## config.mk

```make
export PLATFORM = sky130hd
export DESIGN_NAME = cp_irq_ctrl
export DESIGN_NICKNAME = d
export VERILOG_FILES = /design/src/rtl/cp_irq_pkg.sv /design/src/rtl/cp_irq_chan.sv /design/src/rtl/cp_irq_mask.sv /design/src/rtl/cp_irq_regif.sv /design/src/rtl/cp_irq_ctrl.sv
export SDC_FILE = /design/constraint.sdc
export NUM_CORES = 1
export LEC_CHECK = 0
export BUFFER_PORTS_ARGS = -buffer_cell sky130_fd_sc_hd__clkbuf_2
export CAP_MARGIN = 20
export CORE_UTILIZATION = 55
export DETAILED_ROUTE_END_ITERATION = 6
export PLACE_DENSITY_LB_ADDON = 0.3
export REMOVE_ABC_BUFFERS = 1
export SYNTH_ARGS = -nofsm -noshare
export SYNTH_HDL_FRONTEND = slang
export SYNTH_HIERARCHICAL = 1
export SYNTH_SLANG_ARGS = --single-unit
```

## constraint.sdc

```tcl
create_clock -name clk_i -period 1.95 [get_ports clk_i]
set_input_delay 0.0975 -clock clk_i [delete_from_list [all_inputs] [get_ports clk_i]]
set_output_delay 0.0975 -clock clk_i [all_outputs]
set_load 0.1 [all_outputs]
```

## src/rtl/cp_irq_pkg.sv

```systemverilog
package cp_irq_pkg;
  localparam int unsigned ADR_MSET = 0;
  localparam int unsigned ADR_MCLR = 1;
  localparam int unsigned ADR_RAW  = 2;
  localparam int unsigned ADR_MSK  = 3;
  localparam int unsigned ADR_CP   = 8;  // first completion pointer
endpackage

```

## src/rtl/cp_irq_chan.sv

```systemverilog
module cp_irq_chan #(
  parameter int unsigned PTR_W = 32
) (
  input  logic             clk_i,
  input  logic             rst_ni,
  input  logic             dma_we_i,
  input  logic [PTR_W-1:0] dma_ptr_i,
  input  logic             ack_we_i,
  input  logic [PTR_W-1:0] ack_ptr_i,
  output logic [PTR_W-1:0] ptr_o,
  output logic             pend_o
);
  logic [PTR_W-1:0] ptr_q;
  logic             pend_q;
  logic             ack_hit;

  assign ack_hit = ack_we_i && (ack_ptr_i == ptr_q);

  always_ff @(posedge clk_i or negedge rst_ni) begin
    if (!rst_ni) begin
      ptr_q  <= '0;
      pend_q <= 1'b0;
    end else if (dma_we_i) begin
      // DMA write wins over a same-cycle acknowledge
      ptr_q  <= dma_ptr_i;
      pend_q <= 1'b1;
    end else if (ack_hit) begin
      pend_q <= 1'b0;
    end
  end

  assign ptr_o  = ptr_q;
  assign pend_o = pend_q;
endmodule

```

## src/rtl/cp_irq_mask.sv

```systemverilog
module cp_irq_mask #(
  parameter int unsigned N_CH = 8
) (
  input  logic            clk_i,
  input  logic            rst_ni,
  input  logic            set_we_i,
  input  logic            clr_we_i,
  input  logic [N_CH-1:0] bits_i,
  output logic [N_CH-1:0] en_o
);
  logic [N_CH-1:0] en_q;

  always_ff @(posedge clk_i or negedge rst_ni) begin
    if (!rst_ni)       en_q <= '0;
    else if (set_we_i) en_q <= en_q | bits_i;
    else if (clr_we_i) en_q <= en_q & ~bits_i;
  end

  assign en_o = en_q;
endmodule

```

## src/rtl/cp_irq_regif.sv

```systemverilog
module cp_irq_regif
  import cp_irq_pkg::*;
#(
  parameter int unsigned N_CH   = 8,
  parameter int unsigned PTR_W  = 32,
  parameter int unsigned DATA_W = 32,
  parameter int unsigned ADDR_W = 5,
  localparam int unsigned CH_W  = (N_CH > 1) ? $clog2(N_CH) : 1
) (
  input  logic                       reg_we_i,
  input  logic [ADDR_W-1:0]          reg_addr_i,
  input  logic [DATA_W-1:0]          reg_wdata_i,
  input  logic [N_CH-1:0]            en_i,
  input  logic [N_CH-1:0]            raw_i,
  input  logic [N_CH-1:0][PTR_W-1:0] ptr_i,
  output logic                       mset_we_o,
  output logic                       mclr_we_o,
  output logic [N_CH-1:0]            ack_we_o,
  output logic [PTR_W-1:0]           ack_ptr_o,
  output logic [DATA_W-1:0]          reg_rdata_o
);
  logic [ADDR_W-1:0] cp_off;
  logic              cp_sel;
  logic [CH_W-1:0]   cp_idx;
  logic [N_CH-1:0]   msk;

  assign cp_off = reg_addr_i - ADDR_W'(ADR_CP);
  assign cp_sel = (reg_addr_i >= ADDR_W'(ADR_CP)) && (cp_off < ADDR_W'(N_CH));
  assign cp_idx = CH_W'(cp_off);
  assign msk    = raw_i & en_i;

  assign mset_we_o = reg_we_i && (reg_addr_i == ADDR_W'(ADR_MSET));
  assign mclr_we_o = reg_we_i && (reg_addr_i == ADDR_W'(ADR_MCLR));
  assign ack_ptr_o = PTR_W'(reg_wdata_i);

  for (genvar c = 0; c < N_CH; c++) begin : g_ack
    assign ack_we_o[c] = reg_we_i && cp_sel && (cp_idx == CH_W'(c));
  end

  always_comb begin
    reg_rdata_o = '0;
    if (cp_sel) begin
      reg_rdata_o = DATA_W'(ptr_i[cp_idx]);
    end else begin
      case (reg_addr_i)
        ADDR_W'(ADR_MSET),
        ADDR_W'(ADR_MCLR): reg_rdata_o = DATA_W'(en_i);
        ADDR_W'(ADR_RAW):  reg_rdata_o = DATA_W'(raw_i);
        ADDR_W'(ADR_MSK):  reg_rdata_o = DATA_W'(msk);
        default:           reg_rdata_o = '0;
      endcase
    end
  end
endmodule

```

## src/rtl/cp_irq_ctrl.sv

```systemverilog
module cp_irq_ctrl #(
  parameter int unsigned N_CH   = 8,
  parameter int unsigned PTR_W  = 32,
  parameter int unsigned DATA_W = 32,
  parameter int unsigned ADDR_W = 5,
  localparam int unsigned CH_W  = (N_CH > 1) ? $clog2(N_CH) : 1
) (
  input  logic              clk_i,
  input  logic              rst_ni,
  input  logic              dma_we_i,
  input  logic [CH_W-1:0]   dma_ch_i,
  input  logic [PTR_W-1:0]  dma_ptr_i,
  input  logic              reg_we_i,
  input  logic [ADDR_W-1:0] reg_addr_i,
  input  logic [DATA_W-1:0] reg_wdata_i,
  output logic [DATA_W-1:0] reg_rdata_o,
  output logic [N_CH-1:0]   irq_o,
  output logic              irq_any_o
);
  logic [N_CH-1:0]            ch_pend;
  logic [N_CH-1:0][PTR_W-1:0] ch_ptr;
  logic [N_CH-1:0]            mask_en;
  logic [N_CH-1:0]            ack_we;
  logic [PTR_W-1:0]           ack_ptr;
  logic                       mset_we;
  logic                       mclr_we;

  cp_irq_regif #(
    .N_CH(N_CH), .PTR_W(PTR_W), .DATA_W(DATA_W), .ADDR_W(ADDR_W)
  ) u_regif (
    .reg_we_i   (reg_we_i),
    .reg_addr_i (reg_addr_i),
    .reg_wdata_i(reg_wdata_i),
    .en_i       (mask_en),
    .raw_i      (ch_pend),
    .ptr_i      (ch_ptr),
    .mset_we_o  (mset_we),
    .mclr_we_o  (mclr_we),
    .ack_we_o   (ack_we),
    .ack_ptr_o  (ack_ptr),
    .reg_rdata_o(reg_rdata_o)
  );

  cp_irq_mask #(.N_CH(N_CH)) u_mask (
    .clk_i   (clk_i),
    .rst_ni  (rst_ni),
    .set_we_i(mset_we),
    .clr_we_i(mclr_we),
    .bits_i  (reg_wdata_i[N_CH-1:0]),
    .en_o    (mask_en)
  );

  for (genvar c = 0; c < N_CH; c++) begin : g_ch
    logic dma_sel;
    assign dma_sel = dma_we_i && (dma_ch_i == CH_W'(c));
    cp_irq_chan #(.PTR_W(PTR_W)) u_chan (
      .clk_i    (clk_i),
      .rst_ni   (rst_ni),
      .dma_we_i (dma_sel),
      .dma_ptr_i(dma_ptr_i),
      .ack_we_i (ack_we[c]),
      .ack_ptr_i(ack_ptr),
      .ptr_o    (ch_ptr[c]),
      .pend_o   (ch_pend[c])
    );
  end

  assign irq_o     = ch_pend & mask_en;
  assign irq_any_o = |irq_o;
endmodule

```

* Word-level counts from Yosys, hierarchy flattened
Index checks and enable logic that the tools add are counted.
W data, S select, Z words.
** Cells by class
- $add $sub $neg :: 1
- $lt $le $gt $ge :: 3
- Equality and inequality tests :: 25
- Muxes and demuxes :: 22
- Bitwise gates (word level) :: 4
- Reductions and logical operators :: 42
** Operators with widths (number)
- $eq A32 B32 Y1 :: 8
- $bmux W32 S3 :: 1
- $mux W32 :: 2
- $logic_and A1 B1 Y1 :: 28
- $eq A3 B3 Y1 const B :: 8
- $pmux W8 S3 :: 1
- $reduce_bool A2 Y1 :: 9
- $and A8 B8 Y8 :: 2
- $mux W1 :: 16
- $mux W8 :: 2
- $eq A3 B2 Y1 const B :: 4
- $eq A5 B2 Y1 const B :: 2
- $not A8 Y8 :: 1
- $or A8 B8 Y8 :: 1
- $reduce_or A8 Y1 :: 1
- $eq A3 B1 Y1 const B :: 2
- $logic_not A3 Y1 :: 2
- $eq A5 B1 Y1 const B :: 1
- $ge A5 B4 Y1 const B :: 1
- $logic_not A5 Y1 :: 1
- $lt A5 B4 Y1 const B :: 1
- $sub A5 B4 Y5 const B :: 1
- $lt A3 B4 Y1 const B :: 1
- $reduce_or A2 Y1 :: 1
** Storage, ports and cells
- Bits in registers :: 272
- Logic and storage cells :: 114

* Depth between registers and ports, before layout
- Word-level depth :: 8
- Mapped depth :: 9

* Cells and area by module
The synthesis kept the hierarchy.
** Modules (own cells, without submodules)
- cp_irq_chan :: times used 8, cells each 113, area an instance 1562.7 µm², sequential area each 825.8 µm²
- cp_irq_regif :: times used 1, cells each 248, area an instance 2419.8 µm², sequential area each 0.0 µm²
- cp_irq_mask :: times used 1, cells each 26, area an instance 312.8 µm², sequential area each 200.2 µm²
- cp_irq_ctrl :: times used 1, cells each 24, area an instance 132.6 µm², sequential area each 0.0 µm²

* Least setup slack after synthesis
Ideal clock, no wire load.
- Path type :: input to output
- Start point :: input port reg_addr_i[1]
- End point :: output port reg_rdata_o[1]
- Arrival time :: 3.066 ns
- Required time :: 1.852 ns
- Slack :: -1.213 ns
- Stages on the path :: 6
- Path buffers :: 2
- Cells stage by stage :: buf_2 -> nor2b_1 -> clkbuf_1 -> nor2_1 -> o32a_1 -> a211oi_1
** Between the ends
- Cells in the longest elaborated chain, start to end :: 4
** RTL lines
- start, declared :: RTL line cp_irq_ctrl.sv:14 : input logic [ADDR_W-1:0] reg_addr_i,
- $sub A5 B4 Y5 (tied with other cells) :: RTL line cp_irq_regif.sv:27 : assign cp_off = reg_addr_i - ADDR_W'(ADR_CP);
- $lt A5 B4 Y1 (tied with other cells) :: RTL line cp_irq_regif.sv:28 : assign cp_sel = (reg_addr_i >= ADDR_W'(ADR_CP)) && (cp_off < ADDR_W'(N_CH));
- $logic_and A1 B1 Y1 (tied with other cells) :: RTL line cp_irq_regif.sv:28
- $mux W32 (*) :: RTL line cp_irq_regif.sv:42 : if (cp_sel) begin
- end, declared :: RTL line cp_irq_ctrl.sv:16 : output logic [DATA_W-1:0] reg_rdata_o,
Mark *: on every way between the ends. The rest lies on a longest branch, timed or not. The select of a mux whose other input is x is not followed.

* Final worst setup path
- Start point :: register g_ch[4].u_chan.pend_q
- End point :: output port irq_any_o
** Between the ends
- Cells in the longest elaborated chain, start to end :: 2
** RTL lines
- start, declared :: RTL line cp_irq_chan.sv:14 : logic pend_q;
- start signal, assigned :: RTL line cp_irq_chan.sv:22 : pend_q <= 1'b0;
- start signal, assigned :: RTL line cp_irq_chan.sv:26 : pend_q <= 1'b1;
- start signal, assigned :: RTL line cp_irq_chan.sv:28 : pend_q <= 1'b0;
- $and A8 B8 Y8 :: RTL line cp_irq_ctrl.sv:68 : assign irq_o = ch_pend & mask_en;
- $reduce_or A8 Y1 :: RTL line cp_irq_ctrl.sv:69 : assign irq_any_o = |irq_o;
- end, declared :: RTL line cp_irq_ctrl.sv:18 : output logic irq_any_o
No other way between the ends.

==> results.py <==
metrics = {
    "power_and_ir_drop": {
        "swShare_pct": 32.29,
        "power.total_uw": 20350,
        "p_leak_uw": 0.008120,
        "clkPwrFrac_pct": 29.1,
        "combPwrFrac_pct": 31.9,
        "switchingPower_uw": 6572,
        "peakVddDrop_v": 0.0007239,
        "cellPowerDensity_nw_per_um2": 1035,
        "p_int_uw": 13780,
        "pwr-share-seq_pct": 39.1,
    },
    "global_routing": {
        "grt_pass1_vias": 11572,
        "grtUsageMet1_pct": 41.37,
        "met2_usage_pct": 51.05,
        "top_usage_layer": "met2",
        "grt_max_degree": 66,
        "grt_pass1_wl_mm": 67.57,
        "grt_usage_pct": 31.49,
        "met3_usage_pct": 6.880,
        "grt_antenna_before_repair": 1,
        "gr-total-overflow": 0,
    },
    "synthesis": {
        "ys_top_cells_by_area": "dfrtp_1, mux2_2, mux4_2",
        "synth_edf_count": 0,
        "synth-main-ff-cell": "dfrtp_1",
        "synth_top_area_cell": "dfrtp_1",
        "synthArstFlopShare_pct": 100.0,
        "synthCells": 1202,
        "ys_top_cells_by_count": "dfrtp_1, mux2_2, xor2_1, xnor2_1, mux4_2",
        "synth_top_area_share_pct": 44.29,
        "syn_area_per_cell_sq_um": 12.78,
        "yosysMostFrequentCell": "dfrtp_1",
        "syn-cell-area_sq_um": 15370,
        "synth_cell_types": 38,
        "synth_seq_area_share_pct": 44.29,
        "yosysWarnings": 6,
        "synth_seq_cells": 272,
    },
    "place": {
        "place.detailed.hpwl_mm": 29.52,
        "port_buffers": 116,
        "gp_congestion": 1.034,
    },
    "timing": {
        "worst_slack_ps": -436.7,
        "finClkSkew_ps": 7.799,
        "max_slew_margin_pct": 59.35,
        "slew_viol_final": 0,
        "hold_violations": 0,
        "final.period_utilization_pct": 122.4,
        "rsz0062_at_grt": "yes",
        "finalWorstPathRequiredPeriod_ps": 2387,
        "max_slew.worst_pin.slew_ps": 608.3,
        "setup_viol": 17,
        "max_freq_ghz": 0.4190,
    },
    "finish": {
        "drive_above_1_share_pct": 50.27,
        "syn_to_final_growth_pct": 27.96,
        "fill_cells": 1850,
        "nNetsFinal": 1523,
        "final_util_pct": 72.36,
    },
    "floorplan": {
        "io_pins": 117,
        "num_rows": 60,
        "start_util_pct": 56.55,
        "fp.dieH_um": 169.2,
        "core_sq_um": 27180,
        "fp.dieW_um": 169.2,
        "die_area_sq_um": 28610,
    },
    "cts": {
        "cts_sinks": 272,
        "cts_made_buffers": 30,
        "cts_max_path_buffers": 3,
        "cts_tree": "done",
        "clock_latency_ps": 560,
        "clkSlewWorstSetupHoldPaths_ps": 60,
        "cts_root_buffer": "clkbuf_16",
        "cts_htree_levels": 1,
    },
    "setup_path": {
        "startpoint_type": "flip-flop",
        "crit_path_end_kind": "output port",
        "worstPathRequired_ps": 1850,
        "crit_path_max_fanout": 2,
        "critPathKind": "reg2out",
        "crit_arrival_ps": 2290,
    },
    "routing": {
        "vias": 11156,
        "detail_route.first_pass.iterations": 4,
        "drtIter0Drc": 981,
        "post_drt_via_cell_ratio": 6.060,
        "drcViolationCount": 0,
        "antenna_left": 0,
        "routed_wl_mm": 44.91,
        "wire_per_inst_um": 24.39,
    },
    "outcome": {
        "violations": "setup timing",
        "status": "finished with violations",
    },
    "worst_hold_path": {
        "hold_class": "in2reg",
    },
    "run": {
        "cap_violations": 0,
    },
}
==> area by class of cell <==
class	instances	area (sq um)	share of cell area, %
Tap cell	372	465.4	2.367
Sequential cell	272	6807	34.61
Inverter	3	11.26	0.05727
Clock buffer	43	870.8	4.429
Multi-Input combinational cell	835	8543	43.45
Clock inverter	10	150.1	0.7636
Timing Repair Buffer	305	2814	14.31
Antenna cell	1	2.502	0.01273
==> cells by family (layout without fill, tap and decap cells) <==
kind of cell / count (synthesis) / after routing / synth area share [%]
multiplexers: 321 / 321 / 28.13
buffers and inverters: 95 / 361 / 3.656
XOR/XNOR: 256 / 256 / 14.59
flip-flops: 272 / 272 / 44.29
AND/OR/NAND/NOR: 193 / 193 / 6.587
other: 0 / 1 / 0
AO/OA/AOI/OAI: 65 / 65 / 2.744
==> timing repair <==
item | 4_1_cts | 5_1_grt
hold buffers | 34 | 0
pin swaps | 26 | 23
endpoints found under the setup margin | 31 | 35
setup buffers | 44 | 28
resized for setup | 46 | 69
endpoints found under the hold margin | 529 | 0
==> routing by layer <==
| layer | part of all wire [%] | vias up | wire length [um] |
|---|---|---|---|
| li1 | - | 4822 | - |
| met1 | 40 | 5772 | 18040 |
| met2 | 49 | 454 | 21940 |
| met3 | 7.2 | 108 | 3247 |
| met4 | 3.7 | 0 | 1678 |
| met5 | 0 | - | 0 |
==> layout by cell type, fill, tap and decap left out, types with 11 or more instances in the layout <==
cell type and count:
nor4_1 24, dlygate4sd3_1 34, mux2_2 257, a21oi_2 11
xnor2_1 96, mux4_2 63, nor4_2 23, buf_12 37
nand2_2 25, nor2_1 20, clkbuf_2 80, nand4_1 24
dfrtp_1 272, clkbuf_16 40, buf_4 141, nand2_1 36
xor2_1 158
==> sequential cells by signal, summed over array words and instances, names as in the netlist, named ones only <==
| name | flops |
|---|---|
| g_ch.u_chan/pend_o | 8 |
| g_ch.u_chan/ptr_o | 256 |
==> power by group through the flow <==
stage	logic [uW]	clock network [uW]	registers [uW]
2_1_floorplan	3750	0	7770
3_3_place_gp	5280	0	8060
3_5_place_dp	5390	0	8130
4_1_cts	6010	5990	7950
5_1_grt	6820	6200	8090
6_report	6480	5920	7950
==> critical path: stages (launching register included) <==
cell	delay [ps]
dfrtp_1	370
and2_4	160
or4_4	530
or4_4	470
buf_12	190
==> metrics by stage <==
stage | hold slack, ps | cell area (sq um) | setup TNS [ps] | worst slack [ps] | instances
after CTS | 14.53 | 19130 | -1458 | -437.3 | 1812
final | 41.26 | 19660 | -1626 | -436.7 | 1841
after floorplan | -198.1 | 14820 | -135450 | -1186 | 1110
after global placement | 82.50 | 17220 | -1470 | -273.1 | 1682
after global routing | 54.92 | 19660 | -2602 | -456.5 | 1840
after detailed placement | 87.19 | 17220 | -1672 | -310.7 | 1682
==> path summary, 6_finish.rpt <==
kind	endpoint	cells after the start	slack (ps)	from
worst max-delay path	irq_any_o	4	-440	g_ch[4].u_chan/pend_o$_DFFE_PN0P_
worst min-delay path	flip-flop	2	40	reg_wdata_i[1]
worst max register to register	g_ch[6].u_chan/pend_o$_DFFE_PN0P_	6	-170	g_ch[6].u_chan/ptr_o[23]$_DFFE_PN0P_
worst min register to register	flip-flop	1	530	flip-flop
max in group asynchronous	g_ch[3].u_chan/ptr_o[25]$_DFFE_PN0P_	3	1080	rst_ni
min in group asynchronous	g_ch[0].u_chan/ptr_o[9]$_DFFE_PN0P_	2	100	rst_ni
No activity file was read; power rests on OpenSTA's default activity.
